==> config.mk <==
export PLATFORM = sky130hd
export DESIGN_NAME = crt_sync_gen
export DESIGN_NICKNAME = d
export VERILOG_FILES = /design/src/rtl/crt_sync_pkg.sv /design/src/rtl/crt_prm_shadow.sv /design/src/rtl/crt_axis.sv /design/src/rtl/crt_sync_gen.sv
export SDC_FILE = /design/constraint.sdc
export NUM_CORES = 1
export LEC_CHECK = 0
export ABC_AREA = 1
export BUFFER_PORTS_ARGS = -buffer_cell sky130_fd_sc_hd__buf_2
export CAP_MARGIN = 40
export CORE_MARGIN = 2
export CORE_UTILIZATION = 45
export CTS_BUF_LIST = sky130_fd_sc_hd__clkbuf_4 sky130_fd_sc_hd__clkbuf_8 sky130_fd_sc_hd__clkbuf_16
export DETAILED_ROUTE_END_ITERATION = 8
export SLEW_MARGIN = 20
export SYNTH_ARGS = -nofsm -noshare
export SYNTH_HDL_FRONTEND = slang
export SYNTH_SLANG_ARGS = --single-unit
==> constraint.sdc <==
create_clock -name clk -period 8.11 [get_ports clk]
set_input_delay 0.811 -clock clk [delete_from_list [all_inputs] [get_ports clk]]
set_output_delay 0.811 -clock clk [all_outputs]
set_load 0.05 [all_outputs]
==> src/rtl/crt_sync_pkg.sv <==
package crt_sync_pkg;

    localparam int PRM_BYTES = 8;
    localparam int PRM_BITS  = 8 * PRM_BYTES;
    localparam int PTR_W     = $clog2(PRM_BYTES + 1);
    // widest line: 257 + 31 + 63 + 63 + 3 ; tallest frame: 1024 + 31 + 63 + 63
    localparam int H_W       = 10;
    localparam int V_W       = 11;
    localparam int H_FIXED   = 3;
    localparam int W_EXTRA   = 2;

    // byte 0 in the least significant position
    localparam logic [PRM_BITS-1:0] PRM_DEFAULT =
        {8'h65, 8'h90, 8'h07, 8'h07, 8'h25, 8'h07, 8'h4E, 8'h10};

    typedef struct packed {
        logic [H_W-1:0] h_act;
        logic [H_W-1:0] h_sbeg;
        logic [H_W-1:0] h_send;
        logic [H_W-1:0] h_tot;
        logic [V_W-1:0] v_act;
        logic [V_W-1:0] v_sbeg;
        logic [V_W-1:0] v_send;
        logic [V_W-1:0] v_tot;
    } timing_t;

    function automatic timing_t decode_prm(input logic [PRM_BITS-1:0] blk);
        timing_t        t;
        logic [15:0]    w_sync;
        logic [15:0]    w_lines;
        logic [V_W-1:0] lines;
        logic [V_W-1:0] vblank;
        w_sync  = blk[31:16];
        w_lines = blk[63:48];
        t.h_act  = H_W'(blk[15:8]) + H_W'(W_EXTRA);
        t.h_sbeg = t.h_act + H_W'(blk[37:32]);
        t.h_send = t.h_sbeg + H_W'(w_sync[4:0]);
        t.h_tot  = t.h_send + H_W'(w_sync[15:10]) + H_W'(H_FIXED);
        lines    = (w_lines[9:0] == 10'd0) ? V_W'(1024) : V_W'(w_lines[9:0]);
        vblank   = V_W'(blk[45:40]) + V_W'(w_sync[9:5]) + V_W'(w_lines[15:10]);
        if (vblank == '0) begin
            vblank = V_W'(1);
        end
        t.v_act  = lines;
        t.v_sbeg = lines + V_W'(blk[45:40]);
        t.v_send = t.v_sbeg + V_W'(w_sync[9:5]);
        t.v_tot  = lines + vblank;
        return t;
    endfunction

endpackage

==> src/rtl/crt_prm_shadow.sv <==
module crt_prm_shadow
    import crt_sync_pkg::*;
#(
    parameter logic [PRM_BITS-1:0] RESET_BLK = PRM_DEFAULT
) (
    input  logic                clk,
    input  logic                rst_n,
    input  logic                we,
    input  logic                first,
    input  logic [7:0]          data,
    output logic [PRM_BITS-1:0] blk
);

    typedef struct packed {
        logic [PRM_BITS-1:0] bytes;
        logic [PTR_W-1:0]    ptr;
    } shadow_t;

    shadow_t st_d, st_q;

    always_comb begin
        st_d = st_q;
        if (we) begin
            if (first) begin
                st_d.bytes[7:0] = data;
                st_d.ptr        = PTR_W'(1);
            end else if (st_q.ptr < PTR_W'(PRM_BYTES)) begin
                st_d.bytes[8*st_q.ptr +: 8] = data;
                st_d.ptr                    = st_q.ptr + PTR_W'(1);
            end
        end
    end

    always_ff @(posedge clk) begin
        if (!rst_n) begin
            st_q.bytes <= RESET_BLK;
            st_q.ptr   <= '0;
        end else begin
            st_q <= st_d;
        end
    end

    assign blk = st_q.bytes;

endmodule

==> src/rtl/crt_axis.sv <==
module crt_axis #(
    parameter int W = 10
) (
    input  logic         clk,
    input  logic         rst_n,
    input  logic         step,
    input  logic [W-1:0] act_len,
    input  logic [W-1:0] sync_beg,
    input  logic [W-1:0] sync_end,
    input  logic [W-1:0] total,
    output logic [W-1:0] pos,
    output logic         last,
    output logic         in_act,
    output logic         in_sync
);

    logic [W-1:0] pos_d, pos_q;

    always_comb begin
        pos_d = pos_q;
        if (step) begin
            pos_d = last ? '0 : pos_q + W'(1);
        end
    end

    always_ff @(posedge clk) begin
        if (!rst_n) begin
            pos_q <= '0;
        end else begin
            pos_q <= pos_d;
        end
    end

    assign last    = (pos_q == total - W'(1));
    assign in_act  = (pos_q < act_len);
    assign in_sync = (pos_q >= sync_beg) && (pos_q < sync_end);
    assign pos     = pos_q;

endmodule

==> src/rtl/crt_sync_gen.sv <==
module crt_sync_gen
    import crt_sync_pkg::*;
#(
    parameter logic [PRM_BITS-1:0] RESET_BLK = PRM_DEFAULT
) (
    input  logic           clk,
    input  logic           rst_n,
    input  logic           prm_we,
    input  logic           prm_first,
    input  logic [7:0]     prm_data,
    output logic           hsync,
    output logic           vsync,
    output logic           disp_en,
    output logic           blank,
    output logic           line_start,
    output logic [H_W-1:0] col,
    output logic [V_W-1:0] row
);

    logic [PRM_BITS-1:0] shadow_blk;
    timing_t             act_d, act_q;
    logic                h_last, v_last, h_act, v_act, h_sync, v_sync;

    crt_prm_shadow #(.RESET_BLK(RESET_BLK)) u_shadow (
        .clk   (clk),
        .rst_n (rst_n),
        .we    (prm_we),
        .first (prm_first),
        .data  (prm_data),
        .blk   (shadow_blk)
    );

    crt_axis #(.W(H_W)) u_h (
        .clk      (clk),
        .rst_n    (rst_n),
        .step     (1'b1),
        .act_len  (act_q.h_act),
        .sync_beg (act_q.h_sbeg),
        .sync_end (act_q.h_send),
        .total    (act_q.h_tot),
        .pos      (col),
        .last     (h_last),
        .in_act   (h_act),
        .in_sync  (h_sync)
    );

    crt_axis #(.W(V_W)) u_v (
        .clk      (clk),
        .rst_n    (rst_n),
        .step     (h_last),
        .act_len  (act_q.v_act),
        .sync_beg (act_q.v_sbeg),
        .sync_end (act_q.v_send),
        .total    (act_q.v_tot),
        .pos      (row),
        .last     (v_last),
        .in_act   (v_act),
        .in_sync  (v_sync)
    );

    // live timing swaps only when the frame wraps
    always_comb begin
        act_d = act_q;
        if (h_last && v_last) begin
            act_d = decode_prm(shadow_blk);
        end
    end

    always_ff @(posedge clk) begin
        if (!rst_n) begin
            act_q <= decode_prm(RESET_BLK);
        end else begin
            act_q <= act_d;
        end
    end

    assign disp_en    = h_act && v_act;
    assign blank      = !disp_en;
    assign hsync      = h_sync;
    assign vsync      = v_sync;
    assign line_start = (col == '0);

endmodule

==> flow_summary.yaml <==
status:
  outcome: "completed"
sta:
  maxSlewViolCount: 0
  rsz0062_at_grt: "no"
  fin_tns_setup_ns: 0
  finalCriticalPeriod_ns: 4.22
  fin_skew_ns: 0.0143
  finalSetupViolCount: 0
  worst_slew_pin_slew_ns: 0.735
  max_freq_mhz: 237
  hold_violations: 0
  slew_headroom: 0.509
  fin_crit_sh: 0.521
synth:
  synth_edf_count: 0
  syn_nets: 1771
  synth_seq_cells: 160
  yosys.area.top_type_share: 0.289
  synth_flop_cell: "dfxtp_1"
  seq_area_frac_synth: 0.289
  synth_area_leaders: "dfxtp_1 (29%), nand2_1 (15%), ha_1 (13%)"
  postSynthCellCount: 1631
  syn_avg_cell_area_um2: 6.80
  yosysWarningCount: 0
  yosysTopAreaCell: "dfxtp_1"
  synth.distinct_cells: 47
  syn-cell-area_mm2: 0.0111
  async_flop_share: 0
detailed_routing:
  drt_pass1_iterations: 6
  num_vias: 10140
  drcViolationCount: 0
  wl_per_cell_um: 15.4
  antenna_left: 0
  via_per_inst: 5.12
  drt-initial-drc-count: 679
  routed_wl_um: 30500
place:
  io_buffer_count: 37
  hpwlAfterDp_um: 23400
  post_dp_cell_area_mm2: 0.0115
  dp.cells: 1949
  gp_congestion: 0.905
setup_path:
  reg2regPathDepth: 27
  critPathMaxFanout: 6
  crit_required_ns: 8.44
  cp.arrival_ns: 4.55
  worst_setup_path_end_kind: "register"
  path_class: "reg -> reg"
  crit_path_start_kind: "register"
global_routing:
  grt_pass1_vias: 9552
  grt_pass1_wl_um: 49800
  antenna_found_initial: 0
  track_usage: 0.241
  grt_start_max_net_pins: 60
  grt.overflow.total: 0
floorplanning:
  initial_utilization: 0.458
  num_rows: 57
  pin_count: 38
  core-area_mm2: 0.0242
  die_h_um: 161
  die-width_um: 161
  dieArea_mm2: 0.0259
cells_and_area:
  post-route-util: 0.500
  fin_nets: 1784
  fin_cells: 1981
  stdcell_area_mm2: 0.0121
  drive_gt1_frac: 0.0591
  diodes: 0
  fillers: 2561
  synthToLayoutAreaGrowth_pct: 9.38
cts:
  clock_latency_ns: 0.44
  tritoncts: "yes"
  cts.htree.levels: 4
  cts.sinks: 160
  post_cts_buffers: 0
  cts_buffers: 17
  cts_hold_buf: 0
  clockBufferDepth: 2
  clkTransAtPathRegs_ns: 0.07
  ctsResizeCount: 0
  cts_root_buffer: "clkbuf_16"
power:
  powerDensity_mw_per_mm2: 144
  p_leak_nw: 6.30
  finalPower_mw: 1.75
  peakVddDrop_mv: 0.0970
hold_path:
  hp-class: "reg -> reg"
  whs_path_depth: 2
flow_run:
  maxCapViolations: 0
-- critical path: stages, from the launching register on --
cell     delay, ns
dfxtp_1       0.42
ha_1          0.21
xor2_1        0.19
ha_1          0.33
nand2_1       0.09
nand2_1       0.07
a31oi_1       0.18
xor2_1        0.16
inv_1         0.07
ha_1          0.33
nand2_1       0.09
inv_1         0.05
o21ai_0       0.07
nand3_1       0.12
nand3_1       0.12
inv_1         0.04
or2_2         0.28
inv_1         0.08
ha_1          0.23
ha_1          0.34
nand2_1       0.08
nand2_1       0.05
a21oi_1       0.21
nor2_1        0.08
nand2_1       0.06
nand3_1       0.06
nand2_1       0.06
inv_1         0.03
-- logic make-up after synthesis --
group                      synth area share
buffers and inverters                0.0977
xor gates and xnor gates             0.0513
adders and majority gates             0.152
DFF                                   0.289
AOI/OAI and AO/OA                     0.101
and+or+nand+nor                       0.309
-- state kept, by name (all words and copies together), names as in the netlist --
register and cells:
u_shadow.st_q 4, u_h.pos 10, u_shadow.blk 52, act_q 83, u_v.pos 11
-- worst paths after layout --
path / start / to / slack [ns]
setup / recovery: u_shadow.blk[9] / act_q[53] / 3.89
hold reg to reg: act_q[17] / act_q[17] / 0.45
hold / removal: act_q[17] / act_q[17] / 0.45
setup reg to reg: u_shadow.blk[9] / act_q[53] / 3.89
-- synth_stat cells, types with 2 or more instances --
cell type  number
nand4_1        35
ha_1          116
nor2_2          3
clkinv_1        4
nor4_1          7
o21ai_0        62
a21oi_1        90
dfxtp_1       160
nand3_2         2
xnor2_1        18
o21ai_1         6
a21boi_0        2
a21o_1          4
o21a_1          4
buf_4           4
o211ai_1       15
buf_2           8
o2111ai_1       3
and2_1          3
nor2_4          5
nand3_1       121
nand2_1       446
fa_1           12
nor2_1        137
a31oi_1         3
nor3b_1         4
nand3b_1        6
xor2_1         47
nor3_1         26
o21bai_1        2
inv_2           7
clkbuf_1       34
inv_1         216
o31ai_1         2
or2_2           3
buf_6           3
-- metal layers --
layer | global-route usage | part of all wire | vias up
li1 | - | - | 5304
met5 | 0 | 0 | -
met2 | 0.398 | 0.45 | 187
met1 | 0.337 | 0.50 | 4621
met4 | 0.0698 | 0.015 | 0
met3 | 0.0239 | 0.030 | 28
-- cells in the final DEF, fill, tap and decap left out, types with 3 or more instances in the layout --
| master | instances |
|---|---|
| inv_6 | 4 |
| or2_2 | 3 |
| fa_1 | 12 |
| ha_1 | 116 |
| o211ai_1 | 15 |
| a21oi_1 | 90 |
| nand4_1 | 35 |
| xor2_1 | 47 |
| clkbuf_16 | 17 |
| nor2_4 | 5 |
| o21ai_0 | 62 |
| nor4_1 | 7 |
| and2_1 | 3 |
| inv_2 | 7 |
| nand3_1 | 121 |
| buf_2 | 37 |
| inv_1 | 216 |
| dfxtp_1 | 160 |
| nand2_1 | 446 |
| nor2_1 | 137 |
| clkinv_1 | 4 |
| nor2_2 | 3 |
| clkinv_4 | 4 |
| buf_4 | 4 |
| o21a_1 | 4 |
| o21ai_1 | 6 |
| a31oi_1 | 3 |
| xnor2_1 | 18 |
| nor3_1 | 26 |
| nand3b_1 | 6 |
| a21o_1 | 4 |
| o2111ai_1 | 3 |
| nor3b_1 | 4 |
-- area by class of cell --
class	count	area [um^2]	share of cell area
clock inverter	13	151	0.0125
clock buffer	19	453	0.0373
inverter	227	852	0.0702
tap	324	405	0.0334
sequential	160	3200	0.264
multi-input combinational	1195	6810	0.561
timing repair buffer	43	263	0.0217
-- power breakdown --
group	leakage, nW	total, mW	switching, mW	internal, mW
clock	0.301	0.833	0.356	0.477
combinational	4.71	0.125	0.0853	0.0393
sequential	1.29	0.795	0.00658	0.788
-- through the flow --
step	hold WS, ns	setup slack [ns]
after floorplan	0.420	4.05
after detailed placement	0.440	3.95
after global placement	0.437	3.99
after global routing	0.469	3.45
after CTS	0.455	3.90
final	0.452	3.89
Power figures use the tool's default switching activity.
